## src/rtl/lcd_raster_pkg.sv

```systemverilog
// Shared definitions for the LCD raster timing generator.
// Assumes count fields sit in 16-bit halves of 32-bit words.
package lcd_raster_pkg;
    localparam int FIELD_W = 16;
    localparam int AXES    = 2;
    localparam int AX_H    = 0;
    localparam int AX_V    = 1;

    // One packed pair: upper half and lower half of a 32-bit word
    typedef struct packed {
        logic [FIELD_W-1:0] hi;
        logic [FIELD_W-1:0] lo;
    } pair_t;
endpackage

```

## src/rtl/lcd_axis_counter.sv

```systemverilog
// Position counter for one scan axis.
// Holds at zero while clear is set. Otherwise it steps on each step pulse
// and wraps to zero after reaching total-1.
// Assumes total is at least 1. A total of 0 wraps at the full count range.
module lcd_axis_counter #(
    parameter int CW = 10
) (
    input  logic          clk,
    input  logic          rst_n,
    input  logic          clear,
    input  logic          step,
    input  logic [CW-1:0] total,
    output logic [CW-1:0] count,
    output logic          at_last
);
    logic [CW-1:0] count_q;

    // Last position of the axis
    assign at_last = (count_q == CW'(total - 1'b1));
    assign count   = count_q;

    // Advance, wrap or hold the position
    always_ff @(posedge clk) begin
        if (!rst_n || clear) begin
            count_q <= '0;
        end else if (step) begin
            count_q <= at_last ? '0 : CW'(count_q + 1'b1);
        end
    end
endmodule

```

## src/rtl/lcd_span_decode.sv

```systemverilog
// Decodes one axis position into a sync-active flag and a window-active flag.
// The window start is inclusive and the end is exclusive.
// Purely combinational.
module lcd_span_decode #(
    parameter int CW = 10
) (
    input  logic [CW-1:0] count,
    input  logic [CW-1:0] sync_width,
    input  logic [CW-1:0] win_start,
    input  logic [CW-1:0] win_end,
    output logic          sync_act,
    output logic          win_act
);
    // Compare the position against the sync width and the window bounds
    always_comb begin
        sync_act = (count < sync_width);
        win_act  = (count >= win_start) && (count < win_end);
    end
endmodule

```

## src/rtl/lcd_raster_ctrl.sv

```systemverilog
// Run/stop controller.
// Starts the raster on enable without disable.
// Latches a disable request and drops to idle only after the last pixel
// of a frame.
// Keeps a sticky stopped flag, cleared by a status-clear pulse.
// When a stop and a clear land in the same cycle, the stop wins.
module lcd_raster_ctrl (
    input  logic clk,
    input  logic rst_n,
    input  logic enable,
    input  logic disable_req,
    input  logic status_clr,
    input  logic frame_last,
    output logic run,
    output logic stopped
);
    logic run_q, pend_q, stopped_q, stop_now;

    // Stop at the frame boundary when a request is pending or present
    assign stop_now = run_q && frame_last && (pend_q || disable_req);

    // Run state and pending stop request
    always_ff @(posedge clk) begin
        if (!rst_n) begin
            run_q  <= 1'b0;
            pend_q <= 1'b0;
        end else if (!run_q) begin
            pend_q <= 1'b0;
            if (enable && !disable_req) run_q <= 1'b1;
        end else if (stop_now) begin
            run_q  <= 1'b0;
            pend_q <= 1'b0;
        end else if (disable_req) begin
            pend_q <= 1'b1;
        end
    end

    // Sticky stopped flag
    always_ff @(posedge clk) begin
        if (!rst_n) begin
            stopped_q <= 1'b0;
        end else if (stop_now) begin
            stopped_q <= 1'b1;
        end else if (status_clr) begin
            stopped_q <= 1'b0;
        end
    end

    assign run     = run_q;
    assign stopped = stopped_q;
endmodule

```

## src/rtl/lcd_raster_gen.sv

```systemverilog
// LCD raster timing generator, top level.
// Unpacks the timing words, runs one counter and one decoder per axis,
// and applies the polarity to hsync, vsync and data-enable.
// Only the low CW bits of each field are used.
// The configuration inputs are assumed stable while the raster runs.
module lcd_raster_gen
    import lcd_raster_pkg::*;
#(
    parameter int CW = 10
) (
    input  logic          clk,
    input  logic          rst_n,
    input  logic          ctl_enable_i,
    input  logic          ctl_disable_i,
    input  logic          status_clr_i,
    input  logic          sof_irq_en_i,
    input  logic          eof_irq_en_i,
    input  logic [2:0]    pol_cfg_i,
    input  logic [15:0]   hsync_len_i,
    input  logic [15:0]   vsync_len_i,
    input  logic [31:0]   totals_i,
    input  logic [31:0]   hwin_i,
    input  logic [31:0]   vwin_i,
    output logic          hsync_o,
    output logic          vsync_o,
    output logic          de_o,
    output logic [CW-1:0] hcount_o,
    output logic [CW-1:0] vcount_o,
    output logic          sof_o,
    output logic          eof_o,
    output logic          stopped_o
);
    localparam int NOUT = 3;

    pair_t totals_w, hwin_w, vwin_w;
    logic [AXES-1:0][CW-1:0] tot_w, swid_w, wst_w, wend_w, cnt_w;
    logic [AXES-1:0]         last_w, step_w, sync_w, win_w;
    logic                    run_w, frame_last_w;
    logic [NOUT-1:0]         act_w, out_w;

    // Unpack the timing words and keep the low CW bits of each field
    always_comb begin
        totals_w = totals_i;
        hwin_w   = hwin_i;
        vwin_w   = vwin_i;
        tot_w[AX_H]  = totals_w.hi[CW-1:0];
        tot_w[AX_V]  = totals_w.lo[CW-1:0];
        swid_w[AX_H] = hsync_len_i[CW-1:0];
        swid_w[AX_V] = vsync_len_i[CW-1:0];
        wst_w[AX_H]  = hwin_w.hi[CW-1:0];
        wend_w[AX_H] = hwin_w.lo[CW-1:0];
        wst_w[AX_V]  = vwin_w.hi[CW-1:0];
        wend_w[AX_V] = vwin_w.lo[CW-1:0];
    end

    // Horizontal steps every running cycle; vertical steps on a horizontal wrap
    assign step_w[AX_H] = run_w;
    assign step_w[AX_V] = run_w && last_w[AX_H];
    assign frame_last_w = last_w[AX_H] && last_w[AX_V];

    for (genvar a = 0; a < AXES; a++) begin : g_axis
        lcd_axis_counter #(.CW(CW)) u_cnt (
            .clk     (clk),
            .rst_n   (rst_n),
            .clear   (!run_w),
            .step    (step_w[a]),
            .total   (tot_w[a]),
            .count   (cnt_w[a]),
            .at_last (last_w[a])
        );
        lcd_span_decode #(.CW(CW)) u_dec (
            .count      (cnt_w[a]),
            .sync_width (swid_w[a]),
            .win_start  (wst_w[a]),
            .win_end    (wend_w[a]),
            .sync_act   (sync_w[a]),
            .win_act    (win_w[a])
        );
    end

    lcd_raster_ctrl u_ctrl (
        .clk         (clk),
        .rst_n       (rst_n),
        .enable      (ctl_enable_i),
        .disable_req (ctl_disable_i),
        .status_clr  (status_clr_i),
        .frame_last  (frame_last_w),
        .run         (run_w),
        .stopped     (stopped_o)
    );

    // Active levels before polarity: {de, vsync, hsync}
    assign act_w = {run_w && win_w[AX_H] && win_w[AX_V],
                    run_w && sync_w[AX_V],
                    run_w && sync_w[AX_H]};

    for (genvar k = 0; k < NOUT; k++) begin : g_pol
        assign out_w[k] = act_w[k] ^ pol_cfg_i[k];
    end

    assign hsync_o  = out_w[0];
    assign vsync_o  = out_w[1];
    assign de_o     = out_w[2];
    assign hcount_o = cnt_w[AX_H];
    assign vcount_o = cnt_w[AX_V];

    // Frame boundary pulses, each gated by its own enable
    assign sof_o = sof_irq_en_i && run_w && (cnt_w[AX_H] == '0) && (cnt_w[AX_V] == '0);
    assign eof_o = eof_irq_en_i && run_w && frame_last_w;
endmodule

```

## config.mk

```make
export PLATFORM = sky130hd
export DESIGN_NAME = lcd_raster_gen
export DESIGN_NICKNAME = d
export VERILOG_FILES = /design/src/rtl/lcd_raster_pkg.sv /design/src/rtl/lcd_axis_counter.sv /design/src/rtl/lcd_span_decode.sv /design/src/rtl/lcd_raster_ctrl.sv /design/src/rtl/lcd_raster_gen.sv
export SDC_FILE = /design/constraint.sdc
export NUM_CORES = 1
export LEC_CHECK = 0
export BUFFER_PORTS_ARGS = -buffer_cell sky130_fd_sc_hd__buf_4
export CAP_MARGIN = 20
export CORE_MARGIN = 2
export CORE_UTILIZATION = 29
export DETAILED_ROUTE_END_ITERATION = 16
export GPL_TIMING_DRIVEN = 0
export PLACE_DENSITY = 0.57
export SLEW_MARGIN = 20
export SYNTH_ARGS = -nofsm -noshare
export SYNTH_HDL_FRONTEND = slang
export SYNTH_SLANG_ARGS = --single-unit
```

## constraint.sdc

```tcl
create_clock -name clk -period 3.7 [get_ports clk]
set_input_delay 0.555 -clock clk [delete_from_list [all_inputs] [get_ports clk]]
set_output_delay 0.555 -clock clk [all_outputs]
set_load 0.05 [all_outputs]
```

=== After elaboration in Yosys (flattened, before gate mapping) ===
Cells that the tools add are included.

* Add/sub/neg operators: 4
* $lt $le $gt $ge: 6
* Equal/unequal tests: 2
* Mux-type cells: 7
* Bitwise operators: 5
* Reduce and logical (&&, ||, !) cells: 25

{| class="wikitable"
|+ Operators by type and width
! operator !! number
|-
| 10-bit less-than comparator || 4
|-
| 10-bit by 1-bit adder with 10-bit output, second input constant || 2
|-
| 10-bit equality test || 2
|-
| 10-bit >= comparator || 2
|-
| 10-bit logical NOT || 2
|-
| 10-bit 2-to-1 mux || 2
|-
| 10-bit by 1-bit subtractor with 10-bit output, second input constant || 2
|-
| 1-bit logical AND || 16
|-
| 1-bit 2-to-1 mux || 5
|-
| 1-bit logical NOT || 3
|-
| 3-bit OR reduction || 1
|-
| 1-bit bitwise XOR || 3
|-
| 1-bit logical OR || 2
|-
| 1-bit inverter || 2
|-
| 2-bit nonzero test || 1
|}

* Register bits after elaboration: 23
* Input port bits: 138

=== Logic depth before layout (Yosys ltp) ===
Gate-level depths: netlist (run 1).

* Depth in word-level cells: 7
* Gate-level depth with buffers: 10
* Depth with buffers taken out: 9

=== By module ===
From an unflattened synthesis (run 1), not the netlist that was laid out.

* Cell total of the unflattened synthesis: 405
* Area, all modules: 3,195.6 µm²

{| class="wikitable"
|+ Modules (own cells, without submodules)
! module !! instances !! cells an instance !! area each (µm²) !! sequential area each (µm²)
|-
| lcd_axis_counter || 2 || 96 || 787.0 || 200.2
|-
| lcd_span_decode || 2 || 93 || 693.2 || 0.0
|-
| lcd_raster_gen || 1 || 17 || 121.4 || 0.0
|-
| lcd_raster_ctrl || 1 || 10 || 113.9 || 60.1
|}

=== Least setup slack after synthesis (run 1) ===
Ideal clock, no wire load.

* Path kind: register to output
* From: register g_axis[1].u_cnt.count_q[7]
* To: output port eof_o
* Data arrival time: 2,807 ps
* Required time: 3,145 ps
* Slack: 338 ps
* Cell stages (with the launch flop): 9
* Path through: dfxtp_1 > clkbuf_1 > or3b_2 > nor4_1 > a211oi_2 > nand2_1 > nor4bb_1 > nor3b_1 > and2_1

* Cells in the longest elaborated chain, start to end: 3

{| class="wikitable"
|+ RTL lines
! item !! line !! text
|-
| start: declaration || lcd_axis_counter.sv:16 || <nowiki>logic [CW-1:0] count_q;</nowiki>
|-
| start signal: assignment || lcd_axis_counter.sv:27 || <nowiki>count_q <= at_last ? '0 : CW'(count_q + 1'b1);</nowiki>
|-
| 10-bit equality test || lcd_axis_counter.sv:19 || <nowiki>assign at_last = (count_q == CW'(total - 1'b1));</nowiki>
|-
| 1-bit logical AND || lcd_raster_gen.sv:59 || <nowiki>assign frame_last_w = last_w[AX_H] && last_w[AX_V];</nowiki>
|-
| 1-bit logical AND || lcd_raster_gen.sv:109 || <nowiki>assign eof_o = eof_irq_en_i && run_w && frame_last_w;</nowiki>
|-
| end: declaration || lcd_raster_gen.sv:30 || <nowiki>output logic eof_o,</nowiki>
|}

No other way between the ends.

=== Worst setup path after layout (run 1) ===
Ends and elaborated chain as after synthesis.

==> flow_summary.ini, run 1 <==
[hold_path]
min_path_cells = 2
hold_path.class = input port to flop
min-delay-start = rst_n
min_to = u_ctrl.stopped

[final_layout]
finalNetCount = 749
multi_input_area_um2 = 2520
area_growth_pct = 33.7
drive_gt1_share_pct = 25.4
n_fill_cell = 1139
seq_area_um2 = 460
n_antenna_cell = 0

[global_route]
grt-ovfl-total = 0
grt_pass1_vias = 3303
grt_use_met3_pct = 2.00
gr-max-usage-layer = met2
grt_usage_pct = 15.1
met1_usage_pct = 19.9
grt_max_degree = 14
grt_pass1_wl_um = 14900
antenna_found_initial = 0
met2_usage_pct = 26.2

[sta]
worst_slew_pin_slew_ps = 729
slew_viol_final = 0
whs_ps = 525
fin_crit_sh_pct = 91.6
grt_setup_unrepaired = no
fin_crit_ps = 3390
setup_tns_ps = 0
maxSlewHeadroom_pct = 51.4
fin_skew_ps = 4.59
setup_violations = 0
max_freq_mhz = 295
hold_violations = 0

[outcome]
status = complete, no violations

[synthesis]
yosysWarnings = 0
synth_edf_count = 0
syn-instance-count = 429
syn-cell-area_um2 = 3260
synthArstFlopShare_pct = 0
ys_seq_area_share_pct = 14.1
synthFlopType = dfxtp_1
syn_area_per_cell_um2 = 7.60
ys_ff_latch = 23
syn_nets = 629
ys_types = 50

[setup_path]
reg2reg_to = g_axis[1].u_cnt.count[3]
critPathCaptureType = primary output
path_class = flop to primary output
r2r_slack_ps = 900
crit_required_ps = 3140
reg2regPathDepth = 9
crit_path_max_fanout = 10
r2r-start = g_axis[0].u_cnt.count[5]
worstSetupStartpoint = g_axis[1].u_cnt.count[7]
startpoint_type = flop
arrival_ps = 2830

[detailed_routing]
avgViaCountPerCell = 4.94
dr.first_iter.drc_count = 149
firstDrtPassIters = 4
drcViolationCount = 0
wire_per_inst_um = 13.4
final_antenna_net_count = 0
routed_wl_um = 9220
route.vias.total = 3398

[place]
portBuffers = 115
hpwl_um = 7670
gp_congestion = 0.780

[clock_tree]
insertion_delay_ps = 260
clock-sinks = 23
path_clk_slew_ps = 80
clk_path_buf_depth = 2
htree_levels = 1
cts_root_buffer = clkbuf_8
cts-buffers-inserted = 3
cts_tree = done

[pwr]
p_leak_nw = 2.26
ir_drop_uv = 125
p_per_area_nw_per_um2 = 144

[floorplan]
die-area_um2 = 12100
io_pins = 164
die_w_um = 110
fp.dieH_um = 110
initial_core_util_pct = 29.9
core_um2 = 10900
row_count = 38

[flow_run]
cap_violations = 0
[cell usage in the layout (no fill, tap or decap), drive strengths merged, types with 4 or more instances in the layout]
master,instances
a21oi,14
ha,62
and3,11
or3,4
o211ai,4
and2,5
dfxtp,23
clkbuf,11
a21o,5
nor3,7
nand2b,7
nand2,23
nor2b,6
o21a,5
a21boi,4
nor4,6
a22oi,8
xnor2,10
nor2,35
inv,66
buf,117
o31ai,11
xor2,22
nand3,10
nand4,15
nand3b,4
a2111oi,4
a211oi,6
o21ai,15
[per-stage QoR]
step | cell area (µm²) | setup slack, ps | total power (W) | utilization (%) | instances
after global placement | 4300 | 59.5 | 0.000474 | 39.5 | 684
after global routing | 4360 | 22.4 | 0.000672 | 40.0 | 688
after detailed placement | 4300 | 60.1 | 0.000480 | 39.5 | 684
after floorplan | 3260 | 338 | 0.000366 | - | 429
after CTS | 4340 | 5.85 | 0.000639 | 39.9 | 688
final | 4360 | 311 | 0.000629 | 40.0 | 688
[cell usage after synthesis, types with 8 or more instances]
| cell | n | share of area, % |
|---|---|---|
| a21oi_1 | 14 | 2.1 |
| a22oi_1 | 8 | 1.8 |
| and3_1 | 11 | 2.1 |
| clkbuf_1 | 8 | 0.92 |
| dfxtp_1 | 23 | 14 |
| ha_1 | 62 | 24 |
| inv_1 | 66 | 7.6 |
| nand2_1 | 23 | 2.6 |
| nand3_1 | 10 | 1.5 |
| nand4_1 | 15 | 2.9 |
| nor2_1 | 35 | 4.0 |
| o21ai_0 | 15 | 2.3 |
| o31ai_2 | 8 | 3.1 |
| xnor2_1 | 10 | 2.7 |
| xor2_1 | 22 | 5.9 |
[sequential cells by signal, indices dropped and copies added, names as in the netlist]
register	count
u_ctrl.stopped	1
u_ctrl.run	1
g_axis.u_cnt.count	20
u_ctrl.pend_q	1
[layout make-up]
| cell class | instances | area share [%] |
|---|---|---|
| multi-input combinational | 330 | 57.9 |
| timing repair buffer | 115 | 19.8 |
| buffer | 10 | 1.00 |
| tap | 140 | 4.02 |
| clock inverter | 1 | 0.115 |
| inverter | 66 | 5.68 |
| sequential | 23 | 10.6 |
| clock buffer | 3 | 0.947 |
[cell families (layout without fill, tap and decap cells)]
kind of cell | after synthesis | in the layout | share of synthesized area [%]
XOR/XNOR | 32 | 32 | 8.60
adder cells (fa/ha/maj) | 62 | 62 | 23.8
flip-flops | 23 | 23 | 14.1
AND/OR/NAND/NOR | 148 | 148 | 24.6
AO/OA/AOI/OAI | 87 | 87 | 19.7
multiplexers | 1 | 1 | 0.307
buffers and inverters | 76 | 195 | 8.91
[power by group]
part / switching [W] / internal, W
Sequential: 0.00000239 / 0.000249
Combinational: 0.000105 / 0.000116
Clock: 0.0000805 / 0.0000751
[worst max-delay path, stage by stage (launching register included)]
cell and delay [ps]:
dfxtp_1 470, clkbuf_2 270, or3b_2 460, nor4_1 250, a211oi_2 60, nand2_1 110, nor4bb_2 350, nor3b_2 260
and2_1 150, buf_4 190
[per-layer routing]
| metal | wire [µm] | vias to the layer above |
|---|---|---|
| li1 | - | 1762 |
| met3 | 604 | 10 |
| met4 | 86 | 0 |
| met5 | 0 | - |
| met1 | 4290 | 1530 |
| met2 | 4240 | 96 |
[what timing repair did]
item | CTS | global route
resized for setup | 0 | 5
setup endpoints to repair | 0 | 1
hold buffers | 0 | 0
buffers inserted | 0 | 0
[how the worst max path moves through the flow]
| stage | end | slack (ps) | cells after the start |
|---|---|---|---|
| final | eof_o | 310 | 9 |
| after global routing | eof_o | 20 | 9 |
| after CTS | eof_o | 6 | 9 |
| after detailed placement | eof_o | 60 | 9 |
| after global placement | eof_o | 60 | 9 |
| after floorplan | eof_o | 340 | 8 |
Power figures use the tool's default switching activity.
==> inputs of run 2 (changes only) <==
ABC_CLOCK_PERIOD_IN_PS = 3700   (was default)
BUFFER_PORTS_ARGS = -buffer_cell sky130_fd_sc_hd__buf_2   (was -buffer_cell sky130_fd_sc_hd__buf_4)
==> flow_summary.ini, run 2 (synthesis results as in run 1) <==
[detailed_routing]
firstDrtPassIters = 4
drcViolationCount = 0
wire_per_inst_um = 13.3
route.vias.total = 3397
avgViaCountPerCell = 4.94
routed_wl_um = 9160
dr.first_iter.drc_count = 114
final_antenna_net_count = 0

[sta]
setup_violations = 0
max_freq_mhz = 291
worst_slew_pin_slew_ps = 755
setup_tns_ps = 0
maxSlewHeadroom_pct = 49.7
hold_violations = 0
slew_viol_final = 0
fin_crit_ps = 3430
grt_setup_unrepaired = no
fin_skew_ps = 5.29
fin_crit_sh_pct = 92.8

[pwr]
p_per_area_nw_per_um2 = 148
ir_drop_uv = 103
p_leak_nw = 2.18

[setup_path]
reg2regPathDepth = 9
arrival_ps = 2880
worstSetupStartpoint = g_axis[1].u_cnt.count[7]
crit_path_max_fanout = 10
path_class = flop to primary output
crit_required_ps = 3140
critPathCaptureType = primary output
r2r-start = g_axis[0].u_cnt.count[5]
startpoint_type = flop

[floorplan]
row_count = 38
initial_core_util_pct = 29.9
fp.dieH_um = 110
die_w_um = 110
die-area_um2 = 12100
core_um2 = 10900
io_pins = 164

[hold_path]
hold_path.class = input port to flop
min_path_cells = 2
min-delay-start = rst_n

[final_layout]
area_growth_pct = 25.1
design_area_um2 = 4080
multi_input_area_um2 = 2530
utilization_pct = 37.4
n_fill_cell = 1130
final_cell_mix = buf_2 (116), inv_1 (66), ha_1 (62)
n_antenna_cell = 0
largest_register_ff_count = 20
seq_area_um2 = 460
finalNonFillerCells = 688
final_common_cell = buf_2
finalNetCount = 749
drive_gt1_share_pct = 25.7

[global_route]
grt_pass1_wl_um = 14900
grt_pass1_vias = 3276
grt_usage_pct = 15.2
grt-ovfl-total = 0
antenna_found_initial = 0
grt_max_degree = 14

[clock_tree]
clk_path_buf_depth = 2
cts_tree = done
insertion_delay_ps = 260
cts_setup_buffers = 0
cts_root_buffer = clkbuf_8
cts-buffers-inserted = 3
path_clk_slew_ps = 90
htree_levels = 1
clock-sinks = 23

[place]
placed_area_um2 = 4010
portBuffers = 115
post-place-cells = 684
gp_congestion = 0.792
hpwl_um = 7640

[outcome]
status = complete, no violations

[flow_run]
cap_violations = 0
run 2: cell counts in the layout (fill, tap and decap cells not counted):
Identical to the previous run, type by type.
run 2: critical path: stages, from the launching register on:
cell and delay, ps:
dfxtp_1 470, clkbuf_2 270, or3b_2 470, nor4_1 260, a211oi_2 60, nand2_1 100, nor4bb_2 340, nor3b_2 250
and2_1 140, buf_2 250
run 2: what timing repair did:
item,4_1_cts,5_1_grt
setup endpoints to repair,1,1
resized for setup,2,5
hold buffers,0,0
run 2: power by group:
group | switching (W) | leakage [nW] | internal, W
clock | 0.0000831 | 0.0255 | 0.0000751
sequential | 0.00000246 | 0.186 | 0.000249
combinational | 0.000107 | 1.97 | 0.0000875
run 2: per-stage QoR:
| step | hold WS [ps] | total power, W | setup slack, ps |
|---|---|---|---|
| floorplan | 504 | 0.000366 | 338 |
| global placement | 522 | 0.000444 | -22.6 |
| detailed placement | 534 | 0.000451 | -37.8 |
| CTS | 538 | 0.000610 | 63.2 |
| global route | 552 | 0.000645 | 63.4 |
| finish | 540 | 0.000604 | 267 |
run 2: worst paths after layout:
check	slack, ps	end
worst max-delay path	270	eof_o
worst min register to register	540	u_ctrl.pend_q
worst min-delay path	540	u_ctrl.stopped
worst max register to register	1000	g_axis[1].u_cnt.count[9]
run 2: layer usage:
layer	vias up	share of wire (%)	GRT usage, %	wire (µm)
li1	1764	-	-	-
met1	1551	47	19.5	4290
met2	80	47	27.5	4330
met3	2	5.5	2.35	507
met4	0	0.27	1.45	25
met5	-	0	0	0
run 2: layout make-up:
cell class	count	area share [%]
Timing Repair Buffer	115	14.1
Inverter	66	6.08
Sequential cell	23	11.3
Tap cell	140	4.30
Buffer	10	1.10
Clock buffer	3	1.01
Multi-Input combinational cell	330	62.0
Clock inverter	1	0.123
